**config.mk**
```make
export PLATFORM = sky130hd
export DESIGN_NAME = setfirst_mask
export DESIGN_NICKNAME = d
export VERILOG_FILES = /design/src/rtl/setfirst_mask.sv
export SDC_FILE = /design/constraint.sdc
export NUM_CORES = 1
export LEC_CHECK = 0
export ABC_AREA = 0
export BUFFER_PORTS_ARGS = -buffer_cell sky130_fd_sc_hd__buf_4
export CAP_MARGIN = 20
export CORE_MARGIN = 4
export CORE_UTILIZATION = 43
export CTS_CLUSTER_SIZE = 12
export DETAILED_ROUTE_END_ITERATION = 10
export PLACE_DENSITY = 0.75
export SLEW_MARGIN = 20
export SYNTH_ARGS = -nofsm -noshare
export SYNTH_HDL_FRONTEND = slang
export SYNTH_SLANG_ARGS = --single-unit
```
**constraint.sdc**
```tcl
create_clock -name clk -period 0.8 [get_ports clk]
set_input_delay 0.16 -clock clk [delete_from_list [all_inputs] [get_ports clk]]
set_output_delay 0.16 -clock clk [all_outputs]
set_load 0.01 [all_outputs]
```
**src/rtl/setfirst_mask.sv**
```systemverilog
module setfirst_mask #(
  parameter int LANES = 8
) (
  input  logic             clk,
  input  logic             rst_n,
  input  logic             in_valid,
  input  logic [1:0]       mode,
  input  logic [LANES-1:0] src,
  input  logic [LANES-1:0] pred,
  input  logic             pred_en,
  input  logic [LANES-1:0] old_dst,
  output logic             out_valid,
  output logic [LANES-1:0] dst
);

  localparam logic [LANES-1:0] ONE = LANES'(1);

  logic [LANES-1:0] act, hit, first, below, pick, nxt;

  assign act   = pred_en ? pred : '1;
  assign hit   = src & act;
  assign first = hit & (~hit + ONE);
  assign below = first - ONE;

  always_comb begin
    case (mode)
      2'b00:   pick = below;
      2'b01:   pick = below | first;
      2'b10:   pick = first;
      default: pick = old_dst;
    endcase
  end

  assign nxt = (mode == 2'b11) ? old_dst : ((pick & act) | (old_dst & ~act));

  always_ff @(posedge clk or negedge rst_n) begin
    if (!rst_n) begin
      out_valid <= 1'b0;
      dst       <= '0;
    end else begin
      out_valid <= in_valid;
      if (in_valid) dst <= nxt;
    end
  end

  assert_valid_follows_R8: assert property (@(posedge clk) disable iff (!rst_n)
    in_valid |=> out_valid);
  assert_valid_idle_R8: assert property (@(posedge clk) disable iff (!rst_n)
    !in_valid |=> !out_valid);
  assert_hold_idle_R8: assert property (@(posedge clk) disable iff (!rst_n)
    !in_valid |=> $stable(dst));
  assert_reserved_passes_R7: assert property (@(posedge clk) disable iff (!rst_n)
    (in_valid && mode == 2'b11) |=> dst == $past(old_dst));
  assert_inactive_kept_R6: assert property (@(posedge clk) disable iff (!rst_n)
    in_valid |=> ((dst ^ $past(old_dst)) & ~$past(act)) == '0);
  assert_single_hot_R4: assert property (@(posedge clk) disable iff (!rst_n)
    (in_valid && mode == 2'b10) |=> $countones(dst & $past(act)) <= 1);
  assert_empty_all_ones_R2: assert property (@(posedge clk) disable iff (!rst_n)
    (in_valid && mode == 2'b00 && (src & act) == '0) |=> (dst & $past(act)) == $past(act));

endmodule

```
==> metrics.cfg <==
[outcome]
status = complete, but fails checks
violations = negative setup slack

[global_route]
antenna_found_initial = 0
grt_pass1_vias = 1432
grtUsageTotal = 0.293
grt_pass1_wl_mm = 7.09
grt_max_degree = 14
overflow = 0

[routing]
via_per_inst = 6.17
dr.pass1.iters = 4
dr_total_vias = 1418
drtIter0Drc = 140
wl_met2_mm = 2.33
wirelength_met1_mm = 1.81
ant_nets = 0
top_layer = met4
wl_per_cell_microns = 21.2
drc = 0
met3_length_microns = 627
routed_wl_mm = 4.88

[critical_path]
critPathKind = input port to flop
cp_slowest_stage_delay_ns = 0.34
worstPathRequired_ns = 0.97
critPathLaunchType = input port
r2r_setup_slack_ns = -0.26
cp.arrival_ns = 2.07
critPathSlowestCell = o311a_1
cp_max_fo = 3
cp-end-kind = flop
path_cells = buf_8 > a22oi_2 > o211a_4 > nand3_4 > ha_4 > inv_2 > o311a_1 > a221o_1 > a31oi_1

[floorplan]
io_pins = 39
core_area_sq_um = 2040
start_util = 0.470
die_area_sq_um = 3050
die_width_microns = 55.2
die_h_microns = 55.2
rows = 16

[cells_and_area]
layout.cells.most_common_list = 61 x buf_4, 19 x buf_6, 12 x nand2_1
nFillCells = 89
area_growth_syn_to_layout_pct = 93.7
regArea_sq_um = 225
drive_above_1_share = 0.571
num_antenna_cells = 0
multi_input_area_sq_um = 798
nets = 240
layout_commonest_cell = buf_4

[clock_tree]
htreeDepth = 1
cts_tree = done
path_clk_slew_ns = 0.08
cts_buffers = 3
cts_sinks = 9
clockRootBuffer = clkbuf_4
worstSkewPairLatency_ns = 0.27
clock_path_buffers = 2

[timing]
post-route-period-util = 2.37
worstMarginPinSlew_ns = 0.286
drv_slew = 0
worst_slack_ns = -1.09
finalHoldViolCount = 0
setup-tns-final_ns = -7.02
rsz0062_at_grt = true
finalSetupViolCount = 17
fmax_mhz = 528
slew_headroom = 0.809
skew_ns = 0
post-route-min-period_ns = 1.89

[synthesis]
synth.avg_cell_area_sq_um = 8.00
synth_warnings = 0
synth.cell_area_sq_um = 960
synth_edf_count = 0
synth-seq-cells = 9
synthesis.nets = 156
syn_inst = 120
postSynth.asyncResetShare = 1.00
ys.flop_type = dfrtp_1
ys_seq_area_frac = 0.235
ys_types = 39

[power]
powerDensity_nw_per_um2 = 1120
power.leakage_nw = 0.874
peakVddDrop_mv = 0.862

[flow_run]
cap_viol_max_count = 0

[worst_hold_path]
hold_class = input port to flop

[placed_design]
place_congestion = 0.855
numPortBuffers = 38
dpl_worst_slack_ns = -1.16
dp_hpwl_mm = 2.54

## where the power goes
group	total (W)	leakage, nW	switching (W)	internal, W
registers	0.000561	0.106	0.0000465	0.000515
logic	0.00112	0.753	0.000502	0.000623
clock network	0.000405	0.0150	0.000212	0.000193
## repair_timing
action                                  in CTS  in global routing
resized for setup                           31                  9
hold endpoints to repair                     9                  0
endpoints found under the setup margin      17                 17
buffers inserted                             9                  2
pin swaps                                   11                  6
hold buffers                                 1                  0
## layer usage
layer | global-route usage | vias to the layer above
met5 | 0 | -
met4 | 0.118 | 0
met3 | 0.100 | 18
met2 | 0.480 | 123
met1 | 0.347 | 666
li1 | - | 611
## registers in the layout (all words and copies together) (netlist names)
name,count
dst,8
out_valid,1
## metrics by stage
| step | hold slack [ns] | cells | area [sq um] | util | power [W] |
|---|---|---|---|---|---|
| 2_1_floorplan | -0.136 | 120 | 1030 | - | 0.000941 |
| 6_report | 0.121 | 230 | 1860 | 0.911 | 0.00209 |
| 3_3_place_gp | -0.00409 | 214 | 1570 | 0.769 | 0.00136 |
| 4_1_cts | 0.114 | 228 | 1810 | 0.885 | 0.00195 |
| 5_1_grt | 0.121 | 230 | 1860 | 0.911 | 0.00216 |
| 3_5_place_dp | -0.000348 | 214 | 1570 | 0.769 | 0.00138 |
## cells by family (layout without fill, tap and decap cells)
| kind of cell | Yosys count | after routing | synth area share |
|---|---|---|---|
| simple gates | 49 | 49 | 0.288 |
| buf+inv | 16 | 99 | 0.0691 |
| xor+xnor | 1 | 1 | 0.00913 |
| fa+ha+maj | 6 | 6 | 0.0782 |
| mux | 3 | 3 | 0.0352 |
| compound gates | 36 | 36 | 0.286 |
| flops | 9 | 9 | 0.235 |
## area by class of cell
class                   instances  share of cell area
clock buffers                   4              0.0141
inverters                      11              0.0236
multi-input cells              95               0.429
flip-flops and latches          9               0.121
well taps                      27              0.0182
repair buffers                 84               0.394
## Yosys cell counts, drive strengths merged (2+ instances only)
master / count / area (sq um)
nand2b: 7 / 43.8
buf: 3 / 15.0
a22oi: 3 / 27.5
o2111ai: 2 / 17.5
nor2: 7 / 26.3
dfrtp: 9 / 225
a21o: 2 / 15.0
o221a: 2 / 22.5
o311a: 2 / 20.0
nor2b: 6 / 37.5
nand3: 2 / 10.0
o21ai: 5 / 25.0
mux2: 3 / 33.8
o21bai: 2 / 15.0
a21oi: 8 / 40.0
nand2: 15 / 56.3
ha: 6 / 75.1
a31oi: 3 / 18.8
nand4: 5 / 31.3
and2: 2 / 12.5
clkbuf: 2 / 7.51
inv: 11 / 43.8
## worst max-delay path, delay by kind of cell
family | cells | cell delay, ns
adder cells (fa/ha/maj) | 1 | 0.27
AND/OR/NAND/NOR | 1 | 0.10
buffers and inverters | 2 | 0.13
AO/OA/AOI/OAI | 5 | 1.39
## worst paths after layout
kind | endpoint | from | depth (start not counted)
hold reg to reg | dst[0]$_DFFE_PN0P_ | dst[0]$_DFFE_PN0P_ | 1
min in group asynchronous | dst[0]$_DFFE_PN0P_ | rst_n | 2
hold / removal | out_valid$_DFF_PN0_ | in_valid | 1
setup reg to reg | dst[3]$_DFFE_PN0P_ | dst[3]$_DFFE_PN0P_ | 3
setup / recovery | dst[3]$_DFFE_PN0P_ | src[1] | 9
max in group asynchronous | dst[3]$_DFFE_PN0P_ | rst_n | 2
Power figures use the tool's default switching activity.
